--- src/rtl/coal_eoi_pkg.sv ---
package coal_eoi_pkg;

  localparam int MAX_DEST = 32;

  // number of set bits in a destination map (maps up to MAX_DEST wide)
  function automatic int unsigned ones_count(input logic [MAX_DEST-1:0] map);
    int unsigned n;
    n = 0;
    for (int i = 0; i < MAX_DEST; i++) n += int'(map[i]);
    return n;
  endfunction

  typedef enum logic [2:0] {
    EV_NONE  = 3'd0,
    EV_CLEAR = 3'd1,
    EV_DLV   = 3'd2,
    EV_EOI   = 3'd3,
    EV_SYNC  = 3'd4
  } ev_sel_e;

endpackage

--- src/rtl/coal_eoi_vecbank.sv ---
module coal_eoi_vecbank #(
  parameter int NUM_DEST = 8,
  parameter int VEC_W    = 8,
  localparam int DEST_W  = (NUM_DEST > 1) ? $clog2(NUM_DEST) : 1
) (
  input  logic                clk,
  input  logic                rst_n,
  input  logic [NUM_DEST-1:0] ld_mask,
  input  logic [VEC_W-1:0]    ld_vec,
  input  logic [DEST_W-1:0]   rd_idx,
  output logic [VEC_W-1:0]    rd_vec
);
  logic [VEC_W-1:0] slot [NUM_DEST];

  for (genvar d = 0; d < NUM_DEST; d++) begin : g_slot
    always_ff @(posedge clk or negedge rst_n) begin
      if (!rst_n)          slot[d] <= '0;
      else if (ld_mask[d]) slot[d] <= ld_vec;
    end
  end

  always_comb begin
    rd_vec = '0;
    for (int d = 0; d < NUM_DEST; d++)
      if (DEST_W'(d) == rd_idx) rd_vec = slot[d];
  end
endmodule

--- src/rtl/coal_eoi_decide.sv ---
module coal_eoi_decide
  import coal_eoi_pkg::*;
#(
  parameter int NUM_DEST = 8,
  parameter int VEC_W    = 8,
  localparam int DEST_W  = (NUM_DEST > 1) ? $clog2(NUM_DEST) : 1,
  localparam int CNT_W   = $clog2(NUM_DEST + 1),
  localparam int RES_W   = CNT_W + 1
) (
  input  logic                clr_i,
  input  logic                dlv_valid_i,
  input  logic [RES_W-1:0]    dlv_result_i,
  input  logic [NUM_DEST-1:0] dlv_accept_i,
  input  logic [VEC_W-1:0]    dlv_vector_i,
  input  logic                eoi_valid_i,
  input  logic [DEST_W-1:0]   eoi_dest_i,
  input  logic [VEC_W-1:0]    eoi_vector_i,
  input  logic [VEC_W-1:0]    eoi_stored_vec,
  input  logic                sync_valid_i,
  input  logic [DEST_W-1:0]   sync_dest_i,
  input  logic                sync_pending_i,
  input  logic [VEC_W-1:0]    pin_vector_i,
  input  logic [NUM_DEST-1:0] live_pend_i,
  input  logic [NUM_DEST-1:0] map_q,
  input  logic [CNT_W-1:0]    cnt_q,
  output logic [NUM_DEST-1:0] map_d,
  output logic [CNT_W-1:0]    cnt_d,
  output logic [NUM_DEST-1:0] vec_ld_mask,
  output logic [VEC_W-1:0]    vec_ld_val,
  output ev_sel_e             ev_sel,
  output logic                ev_eoi_hit,
  output logic                ev_sync_set,
  output logic                ev_sync_clr,
  output logic                ev_rebuild
);
  logic eoi_bit, sync_bit, dlv_fail, want_dec;

  assign eoi_bit  = (int'(eoi_dest_i) < NUM_DEST) && map_q[eoi_dest_i];
  assign sync_bit = (int'(sync_dest_i) < NUM_DEST) && map_q[sync_dest_i];
  assign dlv_fail = dlv_result_i[RES_W-1];

  always_comb begin
    if (clr_i)             ev_sel = EV_CLEAR;
    else if (dlv_valid_i)  ev_sel = EV_DLV;
    else if (eoi_valid_i)  ev_sel = EV_EOI;
    else if (sync_valid_i) ev_sel = EV_SYNC;
    else                   ev_sel = EV_NONE;
  end

  assign ev_eoi_hit  = (ev_sel == EV_EOI) && eoi_bit && (eoi_stored_vec == eoi_vector_i);
  assign ev_sync_set = (ev_sel == EV_SYNC) && (int'(sync_dest_i) < NUM_DEST)
                       && sync_pending_i && !sync_bit;
  assign ev_sync_clr = (ev_sel == EV_SYNC) && !sync_pending_i && sync_bit;
  assign want_dec    = ev_eoi_hit || ev_sync_clr;
  assign ev_rebuild  = want_dec && (cnt_q == '0);

  always_comb begin
    map_d       = map_q;
    cnt_d       = cnt_q;
    vec_ld_mask = '0;
    vec_ld_val  = pin_vector_i;
    if (ev_sel == EV_CLEAR) begin
      map_d = '0;
      cnt_d = '0;
    end else if (ev_sel == EV_DLV) begin
      map_d       = dlv_fail ? '0 : dlv_accept_i;
      cnt_d       = dlv_fail ? '0 : dlv_result_i[CNT_W-1:0];
      vec_ld_mask = dlv_fail ? '0 : dlv_accept_i;
      vec_ld_val  = dlv_vector_i;
    end else if (ev_rebuild) begin
      map_d       = live_pend_i;
      cnt_d       = CNT_W'(ones_count(MAX_DEST'(live_pend_i)));
      vec_ld_mask = live_pend_i;
    end else if (ev_eoi_hit) begin
      map_d[eoi_dest_i] = 1'b0;
      cnt_d             = cnt_q - 1'b1;
    end else if (ev_sync_clr) begin
      map_d[sync_dest_i] = 1'b0;
      cnt_d              = cnt_q - 1'b1;
    end else if (ev_sync_set) begin
      map_d[sync_dest_i]       = 1'b1;
      cnt_d                    = cnt_q + 1'b1;
      vec_ld_mask[sync_dest_i] = 1'b1;
    end
  end
endmodule

--- src/rtl/coal_eoi_tracker.sv ---
module coal_eoi_tracker
  import coal_eoi_pkg::*;
#(
  parameter int NUM_DEST = 8,
  parameter int VEC_W    = 8,
  localparam int DEST_W  = (NUM_DEST > 1) ? $clog2(NUM_DEST) : 1,
  localparam int CNT_W   = $clog2(NUM_DEST + 1),
  localparam int RES_W   = CNT_W + 1
) (
  input  logic                clk,
  input  logic                rst_n,
  input  logic                pin_assert_i,
  input  logic                clr_i,
  input  logic                dlv_valid_i,
  input  logic [RES_W-1:0]    dlv_result_i,
  input  logic [NUM_DEST-1:0] dlv_accept_i,
  input  logic [VEC_W-1:0]    dlv_vector_i,
  input  logic                eoi_valid_i,
  input  logic [DEST_W-1:0]   eoi_dest_i,
  input  logic [VEC_W-1:0]    eoi_vector_i,
  input  logic                sync_valid_i,
  input  logic [DEST_W-1:0]   sync_dest_i,
  input  logic                sync_pending_i,
  input  logic [VEC_W-1:0]    pin_vector_i,
  input  logic [NUM_DEST-1:0] live_pend_i,
  output logic                coalesced_o,
  output logic [CNT_W-1:0]    pending_o
);
  logic [NUM_DEST-1:0] map_q, map_d, vec_ld_mask;
  logic [CNT_W-1:0]    cnt_q, cnt_d;
  logic [VEC_W-1:0]    vec_ld_val, eoi_stored_vec;
  ev_sel_e             ev_sel;
  logic                ev_eoi_hit, ev_sync_set, ev_sync_clr, ev_rebuild;

  coal_eoi_vecbank #(.NUM_DEST(NUM_DEST), .VEC_W(VEC_W)) u_bank (
    .clk(clk), .rst_n(rst_n), .ld_mask(vec_ld_mask), .ld_vec(vec_ld_val),
    .rd_idx(eoi_dest_i), .rd_vec(eoi_stored_vec)
  );

  coal_eoi_decide #(.NUM_DEST(NUM_DEST), .VEC_W(VEC_W)) u_decide (
    .clr_i(clr_i), .dlv_valid_i(dlv_valid_i), .dlv_result_i(dlv_result_i),
    .dlv_accept_i(dlv_accept_i), .dlv_vector_i(dlv_vector_i),
    .eoi_valid_i(eoi_valid_i), .eoi_dest_i(eoi_dest_i), .eoi_vector_i(eoi_vector_i),
    .eoi_stored_vec(eoi_stored_vec), .sync_valid_i(sync_valid_i),
    .sync_dest_i(sync_dest_i), .sync_pending_i(sync_pending_i),
    .pin_vector_i(pin_vector_i), .live_pend_i(live_pend_i),
    .map_q(map_q), .cnt_q(cnt_q), .map_d(map_d), .cnt_d(cnt_d),
    .vec_ld_mask(vec_ld_mask), .vec_ld_val(vec_ld_val), .ev_sel(ev_sel),
    .ev_eoi_hit(ev_eoi_hit), .ev_sync_set(ev_sync_set),
    .ev_sync_clr(ev_sync_clr), .ev_rebuild(ev_rebuild)
  );

  always_ff @(posedge clk or negedge rst_n) begin
    if (!rst_n) begin
      map_q <= '0;
      cnt_q <= '0;
    end else begin
      map_q <= map_d;
      cnt_q <= cnt_d;
    end
  end

  assign pending_o   = cnt_q;
  assign coalesced_o = pin_assert_i && (cnt_q != '0);


  clear_zero_chk: assert property (@(posedge clk) disable iff (!rst_n)
    clr_i |=> (pending_o == '0));


  fail_dlv_chk: assert property (@(posedge clk) disable iff (!rst_n)
    (!clr_i && dlv_valid_i && dlv_result_i[RES_W-1]) |=> (pending_o == '0));


  eoi_dec_chk: assert property (@(posedge clk) disable iff (!rst_n)
    (ev_eoi_hit && !ev_rebuild) |=> (pending_o == $past(pending_o) - 1'b1));


  sync_inc_chk: assert property (@(posedge clk) disable iff (!rst_n)
    ev_sync_set |=> (pending_o == $past(pending_o) + 1'b1));


  no_underflow_chk: assert property (@(posedge clk) disable iff (!rst_n)
    (pending_o == '0 && ev_sel != EV_DLV && !ev_rebuild && !ev_sync_set)
      |=> (pending_o == '0));


  one_event_chk: assert property (@(posedge clk) disable iff (!rst_n)
    $onehot0({ev_eoi_hit, ev_sync_set, ev_sync_clr}));
endmodule

--- config.mk ---
export PLATFORM = sky130hd
export DESIGN_NAME = coal_eoi_tracker
export DESIGN_NICKNAME = d
export VERILOG_FILES = /design/src/rtl/coal_eoi_pkg.sv /design/src/rtl/coal_eoi_vecbank.sv /design/src/rtl/coal_eoi_decide.sv /design/src/rtl/coal_eoi_tracker.sv
export SDC_FILE = /design/constraint.sdc
export NUM_CORES = 1
export LEC_CHECK = 0
export BUFFER_PORTS_ARGS = -buffer_cell sky130_fd_sc_hd__buf_2
export CORE_MARGIN = 4
export CORE_UTILIZATION = 50
export CTS_CLUSTER_DIAMETER = 200
export DETAILED_ROUTE_END_ITERATION = 7
export PLACE_DENSITY = 0.73
export REMOVE_ABC_BUFFERS = 1
export SYNTH_ARGS = -nofsm -noshare
export SYNTH_HDL_FRONTEND = slang
export SYNTH_SLANG_ARGS = --single-unit
--- constraint.sdc ---
create_clock -name clk -period 7.41 [get_ports clk]
set_clock_uncertainty 0.2 [all_clocks]
set_input_delay 0.3705 -clock clk [delete_from_list [all_inputs] [get_ports clk]]
set_output_delay 0.3705 -clock clk [all_outputs]
set_load 0.01 [all_outputs]
==> Word-level counts from Yosys, hierarchy flattened <==
Cells that the tools add are included.
Widths: inputs -> output; s select.
{ "word_totals": {"regBits": 76, "output_inout_bits": 5, "in_bits": 59} }
{ "op_classes": {"bitwise_logic": 5, "muxes": 42, "n_eq_ne": 12, "magnitude_cmp": 4, "reduce_logical": 17, "n_addsub": 9} }
{ "op_table": {"columns": ["op", "n"], "rows": [
  ["$mux 8", 23],
  ["$mux 4", 7],
  ["$add 4x1->4", 6],
  ["$and 8x8->8", 2],
  ["$not 8->8", 2],
  ["$eq 3x3->1 const A", 4],
  ["$mux 3", 4],
  ["$logic_and 1x1->1", 10],
  ["$eq 8x8->1", 1],
  ["$lt 3x4->1 const B", 2],
  ["$or 8x8->8", 1],
  ["$bmux 1 s3", 2],
  ["$demux 1 s3", 2],
  ["$eq 2x3->1 const A", 2],
  ["$eq 3x2->1 const B", 2],
  ["$ge 3x1->1 const B", 2],
  ["$reduce_bool 6->1", 1],
  ["$add 4x1->4 const B", 1],
  ["$logic_not 4->1", 1],
  ["$mux 1", 4],
  ["$reduce_bool 4->1", 1],
  ["$sub 4x1->4 const B", 1],
  ["$eq 1x3->1 const A", 1],
  ["$eq 3x1->1 const B", 1],
  ["5 further kinds", 6]
]} }

==> Logic depth before layout (Yosys ltp) <==
Gate-level depths: netlist (run 1).
{ "depth": {"word_depth": 16, "ltp_mapped": 13, "ltp_nobuf": 13} }

==> By module <==
From an unflattened synthesis (run 1), not the netlist that was laid out.
{ "hier_totals": {"hier_cells": 413, "area_unflattened_um2": 4790.8} }
{ "by_module_without_submodules": {"columns": ["module", "cells_each", "area_per_inst_um2", "n_inst"], "rows": [
  ["coal_eoi_vecbank", 165, 2902.8, 1],
  ["coal_eoi_decide", 235, 1576.5, 1],
  ["coal_eoi_tracker", 13, 311.5, 1]
]} }

==> Least setup slack after synthesis (run 1) <==
Ideal clock, no wire load.
{ "synth_timing": {"path_type": "input port to flip-flop", "start": "input live_pend_i[0]", "end": "register cnt_q[2], in the netlist pending_o[2]", "t_required_ps": 7106, "setup_slack_ps": 4056, "arrival_ps": 3050, "n_path_buf": 0, "path_stages": 12, "setup_ps": 104, "cell_sequence": "ha_1 inv_1 fa_1 fa_1 fa_1 fa_1 xor2_1 nor2_1 a21oi_1 o21bai_1 a21oi_1 a221oi_1"} }
{ "synth_between": {"elab_chain_cells": 10} }
{ "synth_lines": {"columns": ["element", "line_no", "text"], "rows": [
  ["start: declaration", "coal_eoi_tracker.sv:25", "input logic [NUM_DEST-1:0] live_pend_i,"],
  ["$add 1x1->2", "coal_eoi_pkg.sv:9", "for (int i = 0; i < MAX_DEST; i++) n += int'(map[i]);"],
  ["$add 4x1->4 (6 in series)", "coal_eoi_pkg.sv:9", null],
  ["$mux 4", "coal_eoi_decide.sv:70", "end else if (ev_rebuild) begin"],
  ["$mux 4", "coal_eoi_decide.sv:65", "end else if (ev_sel == EV_DLV) begin"],
  ["$mux 4", "coal_eoi_decide.sv:62", "if (ev_sel == EV_CLEAR) begin"],
  ["end signal: assignment", "coal_eoi_tracker.sv:59", "cnt_q <= cnt_d;"],
  ["end: declaration", "coal_eoi_tracker.sv:30", "logic [CNT_W-1:0] cnt_q, cnt_d;"]
]} }
Every way passes these cells.
A chain may end at the register's enable or synchronous reset.

==> Final worst setup path (run 1) <==
{ "layout_timing": {"start": "input eoi_dest_i[1]", "end": "register u_bank.slot[1] in the netlist's numbering"} }
{ "layout_between": {"elab_chain_cells": 16, "elab_cells_between_ends": 27, "classes_between": "eq/ne: 8; mux: 14; reduce/logical: 5"} }
{ "layout_lines": {"columns": ["element", "line_no", "text"], "rows": [
  ["start: declaration", "coal_eoi_tracker.sv:19", "input logic [DEST_W-1:0] eoi_dest_i,"],
  ["$logic_not 3->1", "coal_eoi_vecbank.sv:25", "if (DEST_W'(d) == rd_idx) rd_vec = slot[d];"],
  ["$mux 8 (8 in series)", "coal_eoi_vecbank.sv:25", null],
  ["$eq 8x8->1", "coal_eoi_decide.sv:50", "assign ev_eoi_hit = (ev_sel == EV_EOI) && eoi_bit && (eoi_stored_vec == eoi_vector_i);"],
  ["$logic_and 1x1->1 *", "coal_eoi_decide.sv:50", null],
  ["$logic_or 1x1->1", "coal_eoi_decide.sv:54", "assign want_dec = ev_eoi_hit || ev_sync_clr;"],
  ["$logic_and 1x1->1", "coal_eoi_decide.sv:55", "assign ev_rebuild = want_dec && (cnt_q == '0);"],
  ["$mux 8 *", "coal_eoi_decide.sv:70", null],
  ["$mux 8 *", "coal_eoi_decide.sv:65", null],
  ["$mux 8 *", "coal_eoi_decide.sv:62", null],
  ["end signal: indexed assignment", "coal_eoi_vecbank.sv:18", "else if (ld_mask[d]) slot[d] <= ld_vec;"],
  ["end: declaration", "coal_eoi_vecbank.sv:13", "logic [VEC_W-1:0] slot [NUM_DEST];"]
]} }
Every way passes the cells marked *; elsewhere a longest branch is shown, timed or not. The select of a mux whose other input is x is not followed.

==> flow_summary.ini, run 1 <==
[timing]
max_slew_margin = 0.350
period_needed_ps = 4000
setup_violations = 0
slew_viol_final = 0
setup_tns_ps = 0
post-route-period-util = 0.539
hold_violations = 0
fmax_mhz = 250
worst-slew-pin-transition_ps = 975
rsz0062_at_grt = no

[logic_synthesis]
async_flop_share = 1.00
syn_area_per_cell_sq_um = 10.7
yosys_warnings = 0
synthCells = 453
synth-seq-area-share = 0.391
synth_cell_types = 60
syn_area_sq_um = 4860
synth_top_area_cell = dfrtp_1
yosys-top-cells-area = dfrtp_1 39%, mux2_1 11%, mux2_2 6.0%
synth_edf_count = 0
synth_top_area_share = 0.391
synth_seq_cells = 76
synthFlopType = dfrtp_1

[setup_path]
critPathMaxFanout = 31
end_kind = flop
path_buf_inv = 1
critical_path_class = in -> reg
cp_slowest_cell = o22ai_2
crit_chain = buf_2 > mux2i_1 > a22oi_1 > a21o_1 > a221oi_1 > nand4_1 > o22ai_2 > nand2_1 > a21boi_2 > mux2_1
cpLargestDelayFamily = compound AO/OA/AOI/OAI gates
arrival_ps = 4030
worstSetupStartpointType = input pin
cp.required_ps = 7440
cp_slowest_stage_delay_ps = 700

[clock_network]
clk_pin_slew_ps = 80
cts_root_buffer = clkbuf_8
cts_setup_buffers = 0
ctsHoldBuffers = 0
cts_buffers = 9
cts_sinks = 76
cts_max_path_buffers = 2
cts_tree = built
clk_latency_ps = 350
htree_levels = 3
cts-resized-gates = 0

[layout]
antenna_cells = 0
n_fill_cell = 826
final_nets = 575
area_growth_pct = 11.9
fin_util = 0.580
ff_latch_area_sq_um = 1900
layout-drive-gt1-share = 0.256
multi_input_area_sq_um = 2780

[power_and_ir_drop]
ir_drop_v = 0.000135
power_switching_mw = 0.352
switching_share = 0.302
p_leak_nw = 2.42
p_int_mw = 0.811
combPwrFrac = 0.251
power_density_nw_per_um2 = 214
clkPwrFrac = 0.278
finalPower_mw = 1.16
seq_power_share = 0.471

[floorplan]
die_y_um = 107
die_w_um = 107
dieArea_sq_um = 11400
ios = 64
start_util = 0.519
coreArea_sq_um = 9370
rows = 35

[job]
cap_violations = 0

[grt]
grt_antenna_before_repair = 0
grt.overflow.total = 0
grt_pass1_vias = 3857
grt_max_degree = 77
grt_pass1_wl_mm = 20.1
grt_usage = 0.224

[placement]
gp_congestion = 0.896
hpwl_mm = 8.54
port-buffer-count = 63

[route]
ant_nets = 0
drt-total-wl_mm = 12.3
drcViolationCount = 0
vias = 3863
wl_per_cell_um = 19.3
drtIter0Drc = 249
firstDrtPassIters = 5
viasPerCell = 6.04

[run_status]
run_status = complete, no violations

[min_path]
hold_class = in -> async
routing by layer:
metal	part of all wire	GRT usage	up-vias	wire (um)
met5	0	0	-	0
met4	0.029	0.0950	0	360
met3	0.065	0.0343	25	802
met2	0.46	0.348	164	5660
met1	0.45	0.314	1908	5510
li1	-	-	1766	-
logic make-up after synthesis:
kind of cell | count (synthesis) | synth area share
xor gates and xnor gates | 8 | 0.0144
DFF | 76 | 0.391
and+or+nand+nor | 119 | 0.118
adders and majority gates | 10 | 0.0319
AOI/OAI and AO/OA | 95 | 0.150
buffers and inverters | 42 | 0.0376
muxes | 103 | 0.256
placed cells by master (no fill, tap or decap), types with 4 or more instances in the layout:
| cell type | instances |
|---|---|
| dfrtp_1 | 76 |
| buf_2 | 63 |
| nand2_1 | 56 |
| mux2_1 | 46 |
| mux2_2 | 26 |
| mux2i_1 | 21 |
| inv_1 | 18 |
| a21oi_1 | 15 |
| nor2b_1 | 14 |
| o21ai_0 | 14 |
| nor2_1 | 11 |
| nand2b_1 | 10 |
| mux4_2 | 10 |
| clkbuf_8 | 10 |
| nor3_1 | 8 |
| a211oi_1 | 8 |
| xor2_1 | 7 |
| a22oi_1 | 6 |
| ha_1 | 6 |
| nand3_1 | 5 |
| a21o_1 | 5 |
| o22ai_1 | 4 |
| a2111oi_0 | 4 |
| a221oi_1 | 4 |
| o21ai_1 | 4 |
| fa_1 | 4 |
flip-flops by register name (all words and copies together) (netlist names):
signal,flops
u_bank.slot,64
map_q,8
pending_o,4
area by class of cell:
class                   count  area share
repair buffers             66      0.0621
inverters                  18      0.0124
clock buffers              12      0.0267
clock inverters             4     0.00897
well taps                 129      0.0297
multi-input cells         335       0.510
flip-flops and latches     76       0.350
power groups by stage:
stage               Combinational, mW  Sequential, mW  Clock [mW]
detailed placement              0.292           0.554           0
CTS                             0.293           0.546       0.324
global route                    0.324           0.558       0.345
floorplan                       0.207           0.537           0
finish                          0.292           0.548       0.323
global placement                0.282           0.551           0
per-stage QoR:
stage / area, sq um / cells / setup slack (ps) / hold slack (ps)
2_1_floorplan: 4740 / 429 / 4060 / -125
4_1_cts: 5440 / 640 / 3440 / 67.7
3_3_place_gp: 5240 / 624 / 3150 / 264
6_report: 5440 / 640 / 3410 / 43.3
3_5_place_dp: 5240 / 624 / 3070 / 273
5_1_grt: 5440 / 640 / 3200 / 80.2
synthesized netlist by cell type (all sizes together), types with 5 or more instances:
cell type / n
o22ai: 7
clkbuf: 13
nor2: 12
a21o: 5
nand2: 57
a211oi: 8
nand3: 5
mux2: 72
ha: 6
xor2: 7
a21oi: 15
mux2i: 21
mux4: 10
nor2b: 14
a22oi: 7
nand2b: 10
nor3: 8
o21ai: 21
dfrtp: 76
buf: 11
inv: 18
worst paths after layout:
| path | from | end | slack, ps | cells past startpoint |
|---|---|---|---|---|
| setup / recovery | eoi_dest_i[1] | u_bank.slot[1]$_DFFE_PN0P_ | 3410 | 10 |
| hold / removal | rst_n | u_bank.slot[44]$_DFFE_PN0P_ | 40 | 2 |
| setup reg to reg | u_bank.slot[56]$_DFFE_PN0P_ | u_bank.slot[1]$_DFFE_PN0P_ | 3710 | 9 |
| hold reg to reg | u_bank.slot[39]$_DFFE_PN0P_ | u_bank.slot[39]$_DFFE_PN0P_ | 290 | 1 |
| max in group asynchronous | rst_n | map_q[7]$_DFFE_PN0P_ | 6330 | 2 |
| min in group clk | dlv_result_i[3] | pending_o[3]$_DFFE_PN0P_ | 80 | 3 |
(Power assumes the default switching activity.)
==> run 2: changes to the inputs <==
PLACE_DENSITY = 0.75   (was 0.73)
clock period = 3.6 ns   (was 7.41 ns; I/O delays follow)
==> flow_summary.ini, run 2 (same netlist as run 1, synthesis figures left out) <==
[clock_network]
cts_tree = built
clk_latency_ps = 370
cts_sinks = 76
cts_buffers = 9
clk_pin_slew_ps = 100
cts_root_buffer = clkbuf_8
cts_max_path_buffers = 2
htree_levels = 3

[timing]
period_needed_ps = 3440
hold_violations = 0
fmax_mhz = 291
max_slew_margin = 0.346
rsz0062_at_grt = no
worst-slew-pin-transition_ps = 982
setup_violations = 0
post-route-period-util = 0.956
setup_tns_ps = 0
slew_viol_final = 0

[floorplan]
rows = 35
ios = 64
coreArea_sq_um = 9370
dieArea_sq_um = 11400
start_util = 0.519
die_y_um = 107
die_w_um = 107

[layout]
n_fill_cell = 810
antenna_cells = 0
area_growth_pct = 20.2
layout_commonest_cell = dfrtp_1
final_cell_mix = 76 x dfrtp_1, 61 x buf_2, 56 x nand2_1, 46 x mux2_1, 26 x mux2_2
final_nets = 607
fin_util = 0.623
largest-register = u_bank.slot
layout-drive-gt1-share = 0.295
largest_reg_flops = 64

[grt]
grt.overflow.total = 0
grt_max_degree = 77
grt_pass1_wl_mm = 21.3
grt_antenna_before_repair = 0
grt_pass1_vias = 4051
grt_usage = 0.242

[power_and_ir_drop]
switching_share = 0.328
finalPower_mw = 2.45
ir_drop_v = 0.000339
combPwrFrac = 0.269
power_switching_mw = 0.805
power_density_nw_per_um2 = 419
clkPwrFrac = 0.271
seq_power_share = 0.460
p_leak_nw = 2.62
p_int_mw = 1.65

[setup_path]
critPathMaxFanout = 2
worstSetupStartpointType = input pin
crit_chain = dlygate4sd3_1 > buf_2 > inv_1 > fa_1 > fa_1 > fa_2 > fa_2 > xor2_1 > nor2_1 > a21oi_1 > o21bai_1 > a21oi_1 > a221oi_2
path_buf_inv = 3
critical_path_depth = 13
critical_path_class = in -> reg
cp_slowest_cell = fa_1
regToRegEndpoint = u_bank.slot[49]$_DFFE_PN0P_
cp.required_ps = 3690
arrival_ps = 3530
rr_startpoint = u_bank.slot[56]$_DFFE_PN0P_
cpLargestDelayFamily = adder cells
end_kind = flop
r2r_slack_ps = 400
rr_worst_depth = 10
cp_slowest_stage_delay_ps = 590

[min_path]
whs_endpoint = pending_o[2]$_DFFE_PN0P_
hold_path_depth = 3
hp-start = clr_i
hold_class = in -> reg

[placement]
port-buffer-count = 63
hpwl_mm = 9.46
gp_congestion = 0.890

[route]
drt-total-wl_mm = 13.3
drtIter0Drc = 262
vias = 3953
viasPerCell = 5.88
drcViolationCount = 0
wl_per_cell_um = 19.7
firstDrtPassIters = 4
ant_nets = 0

[run_status]
run_status = complete, no violations

[job]
cap_violations = 0
==> run 2: changes by cell type in the layout (fill, tap and decap cells not counted), moves of 2 or more <==
cell / change
clkbuf_1: -2
clkinv_2: -2
buf_4: +16
buf_12: +8
dlygate4sd3_1: +8
inv_6: +4
fa_2: +2
fa_1: -2
buf_2: -2
dlymetal6s4s_1: +2
inv_8: +2
==> run 2: timing repair <==
action,CTS,global route
endpoints found under the hold margin,85,0
endpoints found under the setup margin,0,1
buffers inserted,0,1
hold buffers,10,0
resized for setup,0,7
==> run 2: how the worst max path moves through the flow <==
stage              startpoint                        to  slack, ps
2_1_floorplan  live_pend_i[0]  pending_o[2]$_DFFE_PN0P_        440
3_3_place_gp   live_pend_i[1]  pending_o[2]$_DFFE_PN0P_        210
3_5_place_dp   live_pend_i[1]  pending_o[2]$_DFFE_PN0P_        170
4_1_cts        live_pend_i[1]  pending_o[2]$_DFFE_PN0P_          4
5_1_grt        live_pend_i[2]  pending_o[2]$_DFFE_PN0P_         10
6_report       live_pend_i[2]  pending_o[2]$_DFFE_PN0P_        160
==> run 2: through the flow <==
stage | instance area [sq um] | cells | hold WS, ps | setup WS, ps
2_1_floorplan | 4740 | 429 | -316 | 436
3_3_place_gp | 5520 | 647 | 243 | 212
3_5_place_dp | 5520 | 647 | 255 | 172
4_1_cts | 5810 | 673 | 8.62 | 3.93
5_1_grt | 5840 | 672 | 20.3 | 11.7
6_report | 5840 | 672 | 3.44 | 159
==> run 2: power groups by stage <==
stage	clock (mW)	sequential (mW)	combinational (mW)
3_5_place_dp	0	1.14	0.640
5_1_grt	0.717	1.15	0.727
3_3_place_gp	0	1.13	0.616
6_report	0.664	1.13	0.659
2_1_floorplan	0	1.11	0.426
4_1_cts	0.676	1.13	0.652
==> run 2: layer usage <==
| layer | track usage | wire, um | vias to the layer above |
|---|---|---|---|
| met5 | 0 | 0 | - |
| met4 | 0.0849 | 412 | 0 |
| met3 | 0.0488 | 833 | 27 |
| met2 | 0.393 | 6290 | 134 |
| met1 | 0.324 | 5720 | 1964 |
| li1 | - | - | 1828 |
==> run 2: tightest hold or removal path, cell delays in order <==
cell	delay (ps)
buf_2	90
buf_4	210
a221oi_2	50
==> run 2: final cells by class <==
cell class / instances / area (sq um) / share of cell area
clock buffers: 9 / 124 / 0.0212
clock inverters: 7 / 73.8 / 0.0126
inverters: 18 / 67.6 / 0.0116
multi-input cells: 335 / 2800 / 0.479
flip-flops and latches: 76 / 1900 / 0.326
well taps: 129 / 161 / 0.0276
repair buffers: 98 / 713 / 0.122
==> run 3: changes to the inputs <==
PLACE_DENSITY = 0.73   (was 0.75)
==> flow_summary.ini, run 3 (same netlist as run 1, synthesis figures left out) <==
[layout]
final_nets = 606
final_cell_count_no_fill = 671
final_cell_mix = 76 x dfrtp_1, 63 x buf_2, 56 x nand2_1, 46 x mux2_1, 26 x mux2_2
layout-drive-gt1-share = 0.288
antenna_cells = 0
area_growth_pct = 20.0
largest_reg_flops = 64
multi_input_area_sq_um = 2780
ff_latch_area_sq_um = 1900
n_fill_cell = 820
layout_commonest_cell = dfrtp_1
fin_area_sq_um = 5830
largest-register = u_bank.slot

[timing]
setup_tns_ps = 0
setup_violations = 0
whs_ps = 15.0
max_slew_margin = 0.233
worst-slew-pin-transition_ps = 1150
slew_viol_final = 0
fmax_mhz = 295
hold_violations = 0
post-route-period-util = 0.940
rsz0062_at_grt = no
period_needed_ps = 3380

[setup_path]
cpLargestDelayFamily = adder cells
regToRegEndpoint = map_q[7]$_DFFE_PN0P_
path_buf_inv = 3
arrival_ps = 3450
rr_worst_depth = 9
r2r_slack_ps = 310
worstSetupStartpointType = input pin
crit_chain = dlygate4sd3_1 > buf_2 > inv_1 > fa_1 > fa_1 > fa_2 > fa_1 > xor2_1 > nor2_1 > a21oi_1 > o21bai_1 > a21oi_1 > a221oi_2
end_kind = flop
cp.required_ps = 3660
cp_common_cell = fa_1
critPathMaxFanout = 2
critical_path_class = in -> reg
cp_slowest_cell = fa_1
rr_startpoint = map_q[7]$_DFFE_PN0P_
cp_slowest_stage_delay_ps = 570

[route]
vias = 3917
drcViolationCount = 0
firstDrtPassIters = 7
ant_nets = 0
drtIter0Drc = 198
drt-total-wl_mm = 12.7
viasPerCell = 5.84
wl_per_cell_um = 19.0

[floorplan]
dieArea_sq_um = 11400
rows = 35
die_w_um = 107
coreArea_sq_um = 9370
ios = 64
die_y_um = 107
start_util = 0.519

[clock_network]
clk_pin_slew_ps = 80
cts_setup_buffers = 0
htree_levels = 3
cts_max_path_buffers = 2
cts_tree = built
cts_sinks = 76
cts_root_buffer = clkbuf_8
clk_latency_ps = 350
cts_buffers = 9

[placement]
port-buffer-count = 63
hpwl_mm = 9.19
placed_area_sq_um = 5490
gp_congestion = 0.912
dp_cells = 645

[min_path]
hold_class = in -> reg
hold_path_depth = 3
whs_endpoint = pending_o[2]$_DFFE_PN0P_
hp-start = clr_i

[grt]
grt.overflow.total = 0
grt_antenna_before_repair = 0
grt_pass1_wl_mm = 20.3
grt_max_degree = 77
grt_usage = 0.231
grt_pass1_vias = 3970

[power_and_ir_drop]
ir_drop_v = 0.000304
p_leak_nw = 2.61
power_density_nw_per_um2 = 433

[job]
cap_violations = 0

[run_status]
run_status = complete, no violations
[run 3: changes by cell type in the layout (fill, tap and decap cells not counted), sizes merged]
cell / delta
clkbuf: +1
dlymetal6s4s: -2
buf: -1
bufinv: +2
clkinvlp: +1
inv: -4
dlygate4sd3: +2
[run 3: worst max path at each step]
stage | slack, ps | endpoint | startpoint | cells past startpoint
2_1_floorplan | 440 | pending_o[2]$_DFFE_PN0P_ | live_pend_i[0] | 12
3_3_place_gp | 170 | pending_o[2]$_DFFE_PN0P_ | live_pend_i[1] | 13
6_report | 220 | pending_o[2]$_DFFE_PN0P_ | live_pend_i[2] | 13
3_5_place_dp | 110 | pending_o[2]$_DFFE_PN0P_ | live_pend_i[1] | 13
5_1_grt | 30 | pending_o[2]$_DFFE_PN0P_ | live_pend_i[2] | 13
4_1_cts | 120 | pending_o[2]$_DFFE_PN0P_ | live_pend_i[2] | 13
[run 3: area by class of cell]
cell class / count / area share
clock buffers: 10 / 0.0236
clock inverters: 6 / 0.0161
inverters: 18 / 0.0116
multi-input cells: 335 / 0.478
flip-flops and latches: 76 / 0.326
well taps: 129 / 0.0277
repair buffers: 97 / 0.117
[run 3: timing repair]
item,4_1_cts,5_1_grt
gates resized for setup,0,2
setup endpoints to repair,0,1
hold endpoints to repair,84,0
hold buffers,10,0
[run 3: worst register-to-register path: stages (launching register included)]
cell and delay (ps):
dfrtp_1 430, and3b_1 190, o21ai_0 170, o211ai_1 140
and3_1 210, nor3_1 430, nor2b_1 970, buf_4 280
a311o_1 110, nand2_1 50
[run 3: power by group]
part | internal, mW | leakage, nW | switching (mW)
registers | 1.03 | 0.923 | 0.104
clock network | 0.415 | 0.113 | 0.334
logic | 0.334 | 1.57 | 0.310
[run 3: layer usage]
| metal | routed length [um] | share of wire | GRT usage |
|---|---|---|---|
| met2 | 5990 | 0.47 | 0.374 |
| met3 | 716 | 0.056 | 0.0379 |
| met5 | 0 | 0 | 0 |
| met4 | 431 | 0.034 | 0.0977 |
| met1 | 5610 | 0.44 | 0.308 |
[run 3: stage by stage]
stage	power (mW)	setup slack, ps	utilization
global placement	1.75	167	0.586
floorplan	1.53	436	-
global route	2.67	32.7	0.622
detailed placement	1.78	113	0.586
finish	2.52	215	0.622
CTS	2.53	117	0.621
